===== src/rtl/edge_mask_pkg.sv =====
package edge_mask_pkg;
  localparam int unsigned ADDR_W   = 64;
  localparam int unsigned NARROW_W = 32;
  localparam int unsigned MAX_LANES = 8;
  localparam int unsigned BLK_LSB  = $clog2(MAX_LANES);
  localparam int unsigned N_SIZES  = 3;

  typedef enum logic [1:0] {
    ESZ_B8  = 2'd0,
    ESZ_B16 = 2'd1,
    ESZ_B32 = 2'd2,
    ESZ_ALT = 2'd3
  } esize_e;

  typedef struct packed {
    logic n;
    logic z;
    logic v;
    logic c;
  } ccflags_t;
endpackage


===== src/rtl/edge_lane_mask.sv =====
module edge_lane_mask #(
  parameter int unsigned LANES = 8,
  localparam int unsigned IW   = $clog2(LANES)
) (
  input  logic [IW-1:0]    idx_a_i,
  input  logic [IW-1:0]    idx_b_i,
  input  logic             little_i,
  output logic [LANES-1:0] left_o,
  output logic [LANES-1:0] right_o
);
  for (genvar p = 0; p < LANES; p++) begin : g_bit
    localparam logic [IW-1:0] LANE_BE = IW'(LANES - 1 - p);
    localparam logic [IW-1:0] LANE_LE = IW'(p);
    logic [IW-1:0] lane;
    assign lane       = little_i ? LANE_LE : LANE_BE;
    assign left_o[p]  = (lane >= idx_a_i);
    assign right_o[p] = (lane <= idx_b_i);
  end

  // the last lane of a block is always in the start mask, lane 0 always in the end mask
  always_comb begin
    AST_LEFT_NONEMPTY: assert (left_o != '0);
    AST_RIGHT_NONEMPTY: assert (right_o != '0);
  end
endmodule


===== src/rtl/edge_cc_calc.sv =====
module edge_cc_calc
  import edge_mask_pkg::*;
#(
  parameter int unsigned W = 64
) (
  input  logic [W-1:0] a_i,
  input  logic [W-1:0] b_i,
  output ccflags_t     flags_o
);
  logic [W-1:0] diff;
  assign diff      = a_i - b_i;
  assign flags_o.n = diff[W-1];
  assign flags_o.z = (diff == '0);
  assign flags_o.v = (a_i[W-1] ^ b_i[W-1]) & (diff[W-1] ^ a_i[W-1]);
  assign flags_o.c = (a_i < b_i);
endmodule


===== src/rtl/edge_mask_gen.sv =====
module edge_mask_gen
  import edge_mask_pkg::*;
(
  input  logic        clk_i,
  input  logic        rst_ni,
  input  logic        valid_i,
  input  logic [63:0] addr_a_i,
  input  logic [63:0] addr_b_i,
  input  logic [1:0]  elem_size_i,
  input  logic        little_i,
  input  logic        cc_en_i,
  input  logic        narrow_i,
  output logic        valid_o,
  output logic [63:0] mask_o,
  output logic        cc_we_o,
  output logic [3:0]  icc_o,
  output logic [3:0]  xcc_o
);
  logic [N_SIZES-1:0][MAX_LANES-1:0] left_v, right_v;

  for (genvar g = 0; g < N_SIZES; g++) begin : g_size
    localparam int unsigned LN = MAX_LANES >> g;
    logic [LN-1:0] l_m, r_m;
    edge_lane_mask #(.LANES(LN)) u_lane (
      .idx_a_i (addr_a_i[BLK_LSB-1:g]),
      .idx_b_i (addr_b_i[BLK_LSB-1:g]),
      .little_i(little_i),
      .left_o  (l_m),
      .right_o (r_m)
    );
    assign left_v[g]  = MAX_LANES'(l_m);
    assign right_v[g] = MAX_LANES'(r_m);
  end

  logic [1:0] sel;
  always_comb begin
    unique case (esize_e'(elem_size_i))
      ESZ_B16: sel = 2'd1;
      ESZ_B32: sel = 2'd2;
      default: sel = 2'd0;
    endcase
  end

  logic same_blk;
  assign same_blk = narrow_i ? (addr_a_i[NARROW_W-1:BLK_LSB] == addr_b_i[NARROW_W-1:BLK_LSB])
                             : (addr_a_i[ADDR_W-1:BLK_LSB]   == addr_b_i[ADDR_W-1:BLK_LSB]);

  logic [MAX_LANES-1:0] mask_d;
  assign mask_d = same_blk ? (left_v[sel] & right_v[sel]) : left_v[sel];

  ccflags_t fl32, fl64;
  edge_cc_calc #(.W(NARROW_W)) u_cc32 (
    .a_i(addr_a_i[NARROW_W-1:0]), .b_i(addr_b_i[NARROW_W-1:0]), .flags_o(fl32));
  edge_cc_calc #(.W(ADDR_W)) u_cc64 (
    .a_i(addr_a_i), .b_i(addr_b_i), .flags_o(fl64));

  logic                 valid_q, cc_we_q;
  logic [MAX_LANES-1:0] mask_q;
  ccflags_t             icc_q, xcc_q;
  logic [1:0]           sel_q;

  always_ff @(posedge clk_i or negedge rst_ni) begin
    if (!rst_ni) begin
      valid_q <= 1'b0;
      cc_we_q <= 1'b0;
      mask_q  <= '0;
      icc_q   <= '0;
      xcc_q   <= '0;
      sel_q   <= '0;
    end else begin
      valid_q <= valid_i;
      cc_we_q <= valid_i & cc_en_i;
      if (valid_i) begin
        mask_q <= mask_d;
        sel_q  <= sel;
      end
      if (valid_i && cc_en_i) begin
        icc_q <= fl32;
        xcc_q <= fl64;
      end
    end
  end

  assign valid_o = valid_q;
  assign cc_we_o = cc_we_q;
  assign mask_o  = ADDR_W'(mask_q);
  assign icc_o   = icc_q;
  assign xcc_o   = xcc_q;

  AST_VALID_LATENCY: assert property (@(posedge clk_i) disable iff (!rst_ni)
    valid_i |=> valid_o);
  AST_STROBE_IN_RESULT: assert property (@(posedge clk_i) disable iff (!rst_ni)
    cc_we_o |-> valid_o);
  AST_FLAGS_HOLD: assert property (@(posedge clk_i) disable iff (!rst_ni)
    !cc_we_o |-> ($stable(icc_o) && $stable(xcc_o)));
  AST_ZERO_BOTH_VIEWS: assert property (@(posedge clk_i) disable iff (!rst_ni)
    (cc_we_o && xcc_o[2]) |-> icc_o[2]);
  AST_WORD_MASK_WIDTH: assert property (@(posedge clk_i) disable iff (!rst_ni)
    (valid_o && sel_q == 2'd2) |-> (mask_o[7:2] == '0));
  AST_HALF_MASK_WIDTH: assert property (@(posedge clk_i) disable iff (!rst_ni)
    (valid_o && sel_q == 2'd1) |-> (mask_o[7:4] == '0));
endmodule


===== config.mk =====
export PLATFORM = sky130hd
export DESIGN_NAME = edge_mask_gen
export DESIGN_NICKNAME = d
export VERILOG_FILES = /design/src/rtl/edge_mask_pkg.sv /design/src/rtl/edge_lane_mask.sv /design/src/rtl/edge_cc_calc.sv /design/src/rtl/edge_mask_gen.sv
export SDC_FILE = /design/constraint.sdc
export NUM_CORES = 1
export LEC_CHECK = 0
export ABC_AREA = 0
export BUFFER_PORTS_ARGS = -buffer_cell sky130_fd_sc_hd__buf_2
export CAP_MARGIN = 30
export CORE_MARGIN = 2
export CORE_UTILIZATION = 54
export CTS_CLUSTER_SIZE = 40
export DETAILED_ROUTE_END_ITERATION = 12
export GPL_TIMING_DRIVEN = 1
export PLACE_DENSITY = 0.95
export SKIP_CTS_REPAIR_TIMING = 1
export SLEW_MARGIN = 20
export SYNTH_ARGS = -nofsm -noshare
export SYNTH_HDL_FRONTEND = slang
export SYNTH_SLANG_ARGS = --single-unit

===== constraint.sdc =====
create_clock -name clk_i -period 1.01 [get_ports clk_i]
set_input_delay 0.1515 -clock clk_i [delete_from_list [all_inputs] [get_ports clk_i]]
set_output_delay 0.1515 -clock clk_i [all_outputs]
set_load 0.01 [all_outputs]

==> impl_metrics.ini, run 1 <==
[placement]
routabilityCongestion = 1.11
dp_hpwl_um = 23400
port-buffer-count = 153

[run_status]
lastStage = 5_1_grt
outcome = did not finish
tool.error = [ERROR GRT-0232] Routing congestion too high. Check the congestion heatmap in the GUI.

[synthesis]
ys_async_sr_fraction_pct = 100
synthesis.instances = 974
yosysWarningCount = 0
synth-seq-area-share_pct = 6.97
syn_area_mm2 = 0.00647
ys_types = 72
synth_ff_type = dfrtp_1
ys_seq_elements = 18
syn_area_per_cell_um2 = 6.64
synth-edff-count = 0

[die]
die_h_um = 113
row_count = 39
pin_count = 210
start_util_pct = 55.9
die_width_um = 113

[grt]
grt_use_total_pct = 72.4
overflow = 1
grt_start_max_net_pins = 19

[clocking]
clockBufferDepth = 2
clockRootBuffer = clkbuf_16
cts.sinks = 18
cts_buffers = 3
htree_num_levels = 1

[sta]
crit_endpoint = xcc_o[2]$_DFFE_PN0P_/D
worst-ep-kind = register data pin
==> synth_stat cells (3+ instances only) <==
cell	n	area, µm²
a21boi_1	3	22.5
and4_1	6	52.6
nor2_1	72	270
or2_2	3	18.8
o22ai_1	7	43.8
a21o_1	30	225
nor4_1	11	68.8
o32ai_1	4	35.0
buf_4	56	420
xnor2_1	24	210
nor4b_1	3	26.3
dfrtp_1	18	450
nand4_1	34	213
o2111ai_1	4	35.0
mux2_2	5	56.3
o21ai_1	16	80.1
mux2i_1	4	40.0
a211o_1	4	35.0
o211ai_1	10	75.1
inv_1	95	357
or3_1	6	37.5
nand2_1	97	364
a211oi_1	14	105
and3_1	11	68.8
o31ai_1	6	45.0
xor2_1	18	158
or4_1	4	30.0
o21a_1	11	82.6
and2_1	4	25.0
nand3_1	16	80.1
ha_1	84	1050
nor3_1	17	85.1
o21ai_0	47	235
a21oi_1	88	440
o41ai_1	4	35.0
nand2b_1	6	37.5
nor2b_1	9	56.3
a2111oi_0	3	26.3
o21bai_1	16	120
clkbuf_1	43	161
a31oi_1	20	125
==> per-stage QoR <==
step / hold WS (ps) / util, % / worst slack, ps / std cells / area [µm²]
CTS: -159 / 84.6 / -2280 / 1537 / 9780
detailed placement: 113 / 83.8 / -2480 / 1533 / 9690
global placement: 97.7 / 83.8 / -2320 / 1533 / 9690
floorplan: -144 / - / -1930 / 1029 / 7130
==> cells by family after synthesis <==
logic type | synth area share (%)
AOI/OAI and AO/OA | 31.4
and+or+nand+nor | 23.1
buffers and inverters | 14.7
adders and majority gates | 16.6
xor gates and xnor gates | 5.69
DFF | 6.97
muxes | 1.49
other | 0.0580
==> layer usage <==
metal,global-route usage (%),GRT overflow
met2,90.4,1
met4,74.1,0
met1,71.1,0
met3,55.6,0
met5,27.1,0
==> run 2: changes to the inputs <==
- CORE_UTILIZATION: 54 -> 40
- CTS_CLUSTER_SIZE: 40 -> default
- PLACE_DENSITY: 0.95 -> default
- PLACE_DENSITY_LB_ADDON: default -> 0.15
==> impl_metrics.ini, run 2 <==
[hold_path]
min_path_type = primary input to flop

[setup_path]
worstSetupPathType = primary input to flop
cpMostUsedCell = nand4_1
worstPathRequired_ps = 1190
worst_setup_path_end_kind = flop
worstSetupStartpointType = primary input
cp_max_fo = 2
cp_slowest_stage_delay_ps = 560
arrival_ps = 3220
crit_path_cell_trace = buf_2, ha_4, fa_2, o2111ai_1, a211o_1, or4_4, nor3_1, and4_1, nand4_1, or4b_4, nor4_2, nand4_1, o21ai_1
slowest_stage = or4b_4

[synthesis]
synth-seq-area-share_pct = 6.97
synth_xor_area_share_pct = 5.69
syn_area_per_cell_um2 = 6.64
synth_simple_gate_area_share_pct = 23.1
muxShareOfSynthArea_pct = 1.49
synth-edff-count = 0
yosysMostFrequentCell = nand2_1
ys_async_sr_fraction_pct = 100
synthesis.instances = 974
yosys.area_share.adder_pct = 16.6
synth_area_leaders = ha_1, dfrtp_1, a21oi_1
synth_top_area_share_pct = 16.3
synth_top_family_by_area = compound AO/OA/AOI/OAI gates
yosys-top-cells-count = nand2_1, inv_1, a21oi_1
ys_types = 72
synth_ff_type = dfrtp_1
synth-compound-area-share_pct = 31.4
yosysWarningCount = 0
syn_area_mm2 = 0.00647
ys_seq_elements = 18
yosys.area.top_type = ha_1

[grt]
overflow = 0
antenna_found_initial = 0
grt_start_max_net_pins = 19
grt_pass1_vias = 7974
grt_pass1_wl_um = 37500
grt_use_total_pct = 25.4

[power]
clockPowerShare_pct = 10.7
p_leak_nw = 5.46
p_sw_share_pct = 43.2
share_comb_of_total_power_pct = 78.8
intPower_mw = 4.75
p_seq_share_pct = 10.5
p_sw_mw = 3.61
power_density_mw_per_mm2 = 765
vdd_drop_max_mv = 0.499

[layout]
diodes = 0
instances_no_fill = 1643
nFillCells = 1390
multi_input_area_mm2 = 0.00619
area_delta_synth_final_pct = 69.0
largest_register = mask_q
largest_reg_flops = 8
stdcell_area_mm2 = 0.0109
drive_gt1_share_pct = 44.4
regArea_um2 = 450
final_cell_mix = buf_4, buf_2, nand2_1
final_util_pct = 69.0
final_common_cell = buf_4
layout.nets = 1649

[sta]
worst_slack_ps = -2030
post-route-period-util_pct = 301
drv_slew = 0
max_freq_ghz = 0.329
finalCriticalPeriod_ps = 3040
finalHoldViolations = 0
worst_pin_slew_ps = 499
clock_skew_ps = 0
slew_headroom_pct = 65.9
grt_setup_unrepaired = true
finalSetupViolations = 16

[placement]
dpl_cell_area_mm2 = 0.00985
routabilityCongestion = 0.943
dp_hpwl_um = 19800
port-buffer-count = 153
dp.cells = 1615

[clocking]
cts.sinks = 18
clockRootBuffer = clkbuf_16
cts_tree = done
insertion_delay_ps = 250
clkTransAtPathRegs_ps = 60
clockBufferDepth = 2
cts_buffers = 3
htree_num_levels = 1

[run_status]
violations = negative setup slack
outcome = finished with violations

[routing]
wl_met2_um = 11500
routedWlPerCell_um = 14.7
drt-initial-drc-count = 601
wl_met1_um = 11200
drc = 0
via_per_inst = 5.26
top_layer = met4
drt_first_pass_iters = 5
routed_wl_um = 24200
ant_nets = 0
vias = 8641
wl_met3_um = 1250

[die]
pin_count = 210
start_util_pct = 40.9
die_h_um = 131
core-area_mm2 = 0.0158
die_width_um = 131
row_count = 46
die_area_mm2 = 0.0172

[run]
maxCapViolCount = 0
run 2: cell counts after synthesis:
Identical to the previous run, type by type.
run 2: kinds of logic after synthesis:
| logic type | after synthesis |
|---|---|
| AOI/OAI and AO/OA | 315 |
| xor gates and xnor gates | 42 |
| adders and majority gates | 85 |
| buffers and inverters | 197 |
| DFF | 18 |
| muxes | 9 |
| other | 1 |
| and+or+nand+nor | 307 |
run 2: power by group through the flow:
stage,Clock (mW),Sequential [mW],Combinational [mW]
floorplan,0,0.926,3.25
global placement,0,0.895,5.75
detailed placement,0,0.896,5.81
CTS,0.909,0.884,5.84
global route,0.952,0.890,7.16
finish,0.891,0.881,6.59
run 2: worst paths after layout:
path                        endpoint  slack [ps]        start  cells after the start
setup / recovery            xcc_o[2]       -2030  addr_b_i[0]                     13
min in group asynchronous    cc_we_o         380       rst_ni                      2
hold / removal               cc_we_o         260      cc_en_i                      4
setup reg to reg            icc_o[0]         220     icc_o[0]                      1
hold reg to reg             xcc_o[1]         470     xcc_o[1]                      2
max in group asynchronous  mask_q[3]         330       rst_ni                      2
run 2: routing by layer:
layer / track usage, % / vias up
li1: - / 4312
met1: 36.2 / 4002
met2: 43.2 / 305
met3: 2.04 / 22
met4: 2.90 / 0
met5: 0 / -
run 2: layout make-up:
cell class / instances / area share, %
multi-input cells: 814 / 56.6
repair buffers: 494 / 32.1
flip-flops and latches: 18 / 4.12
inverters: 97 / 3.86
well taps: 216 / 2.47
clock buffers: 4 / 0.813
run 2: critical path, delay by kind of cell:
family                     cells  cell delay (ps)
adders and majority gates      2              690
and+or+nand+nor                7             1800
buffers and inverters          1              120
AOI/OAI and AO/OA              3              470
run 2: metrics by stage:
stage	setup WS [ps]	TNS, ps	power [mW]	hold slack, ps
floorplan	-1930	-20610	4.18	-144
global placement	-2350	-29220	6.65	111
detailed placement	-2430	-29440	6.70	117
CTS	-2210	-25300	7.64	-151
global route	-2190	-25640	9.00	276
finish	-2030	-24220	8.36	263
Note: power is estimated with default switching activity, not from simulation.
==> run 3: changes to the inputs <==
- clock period: 1.01 -> 3.4 ns (I/O delays scaled with it)
==> impl_metrics.ini, run 3 (same netlist as run 2, synthesis figures left out) <==
[power]
p_total_mw = 2.11
power_density_mw_per_mm2 = 232
p_leak_nw = 4.77
vdd_drop_max_mv = 0.142

[grt]
grt_pass1_wl_um = 35700
grt_start_max_net_pins = 19
antenna_found_initial = 0
met1_usage_pct = 34.7
overflow = 0
grt_use_total_pct = 24.1
use_met2_pct = 40.1
busiest_layer = met2
grt_pass1_vias = 7542
met3_usage_pct = 1.23

[placement]
place_ws_ps = -390
dpl_cell_area_mm2 = 0.00891
port-buffer-count = 153
dp_hpwl_um = 18500
routabilityCongestion = 0.942
dp.cells = 1532

[routing]
routedWlPerCell_um = 13.9
via_per_inst = 5.17
drt_first_pass_iters = 5
drc = 0
routed_wl_um = 21300
ant_nets = 0
drt-initial-drc-count = 488
vias = 7940

[layout]
regArea_um2 = 450
area_delta_synth_final_pct = 40.4
diodes = 0
largest_register = mask_q
final_common_cell = buf_4
stdcell_area_mm2 = 0.00908
multi_input_area_mm2 = 0.00540
layout.nets = 1542
final_util_pct = 57.4
drive_gt1_share_pct = 32.4
largest_reg_flops = 8
final_cell_mix = buf_4, buf_2, nand2_1
instances_no_fill = 1535
nFillCells = 1596

[sta]
drv_slew = 0
clock_skew_ps = 0
post-route-period-util_pct = 103
grt_setup_unrepaired = true
finalCriticalPeriod_ps = 3490
max_freq_ghz = 0.287
finalHoldViolations = 0
slew_headroom_pct = 56.2
worst_pin_slew_ps = 655
worst_slack_ps = -86.3
finalSetupViolations = 1

[clocking]
clkTransAtPathRegs_ps = 50
clockRootBuffer = clkbuf_16
cts_tree = done
clockBufferDepth = 2
cts_buffers = 3
insertion_delay_ps = 250
cts.sinks = 18
htree_num_levels = 1

[die]
start_util_pct = 40.9
die_width_um = 131
die_area_mm2 = 0.0172
core-area_mm2 = 0.0158
pin_count = 210
row_count = 46
die_h_um = 131

[run_status]
violations = negative setup slack
outcome = finished with violations

[setup_path]
worstPathRequired_ps = 3580
worst_setup_path_end_kind = flop
worstSetupStartpointType = primary input
crit_path_cell_trace = buf_2, buf_4, ha_1, nand3b_1, buf_4, a21oi_1, o21ai_1, nand3_1, a21boi_1, o21ai_0, xnor2_1, nand4_1, or4b_4, nor4_2, nand4_1, o21ai_1
worstSetupPathType = primary input to flop
arrival_ps = 3670
crit_family = simple AND/OR/NAND/NOR gates
path_buf_inv = 3
cp_slowest_stage_delay_ps = 530
slowest_stage = or4b_4
cp_max_fo = 3

[hold_path]
min_path_type = primary input to async pin

[run]
maxCapViolCount = 0
==> run 3: worst paths after layout <==
kind	startpoint	endpoint	slack, ps	cells after the start
max in group asynchronous	rst_ni	mask_q[5]	2890	1
setup / recovery	addr_a_i[1]	xcc_o[2]	-90	16
setup reg to reg	icc_o[0]	icc_o[0]	2610	1
min in group clk_i	xcc_o[1]	xcc_o[1]	470	2
hold reg to reg	xcc_o[1]	xcc_o[1]	470	2
hold / removal	rst_ni	cc_we_o	200	1
==> run 3: metrics by stage <==
stage | hold slack, ps | TNS, ps
after floorplan | 214 | 0
after global placement | 458 | -925
after detailed placement | 464 | -1140
after CTS | 212 | -200
after global routing | 223 | -413
final | 202 | -86.3
==> run 3: layout make-up <==
| class | instances | share of cell area, % |
|---|---|---|
| Clock buffer | 3 | 0.827 |
| Inverter | 97 | 4.02 |
| Multi-Input combinational cell | 814 | 59.4 |
| Sequential cell | 18 | 4.96 |
| Tap cell | 216 | 2.98 |
| Timing Repair Buffer | 387 | 27.8 |
==> run 3: layer usage <==
metal / wire length, µm / share of wire [%]
met5: 0 / 0
met4: 322 / 1.5
met3: 943 / 4.4
met2: 9590 / 45
met1: 10400 / 49
==> run 3: power breakdown <==
group,switching (mW),internal [mW]
registers,0.0173,0.243
clock network,0.0835,0.155
logic,0.841,0.765
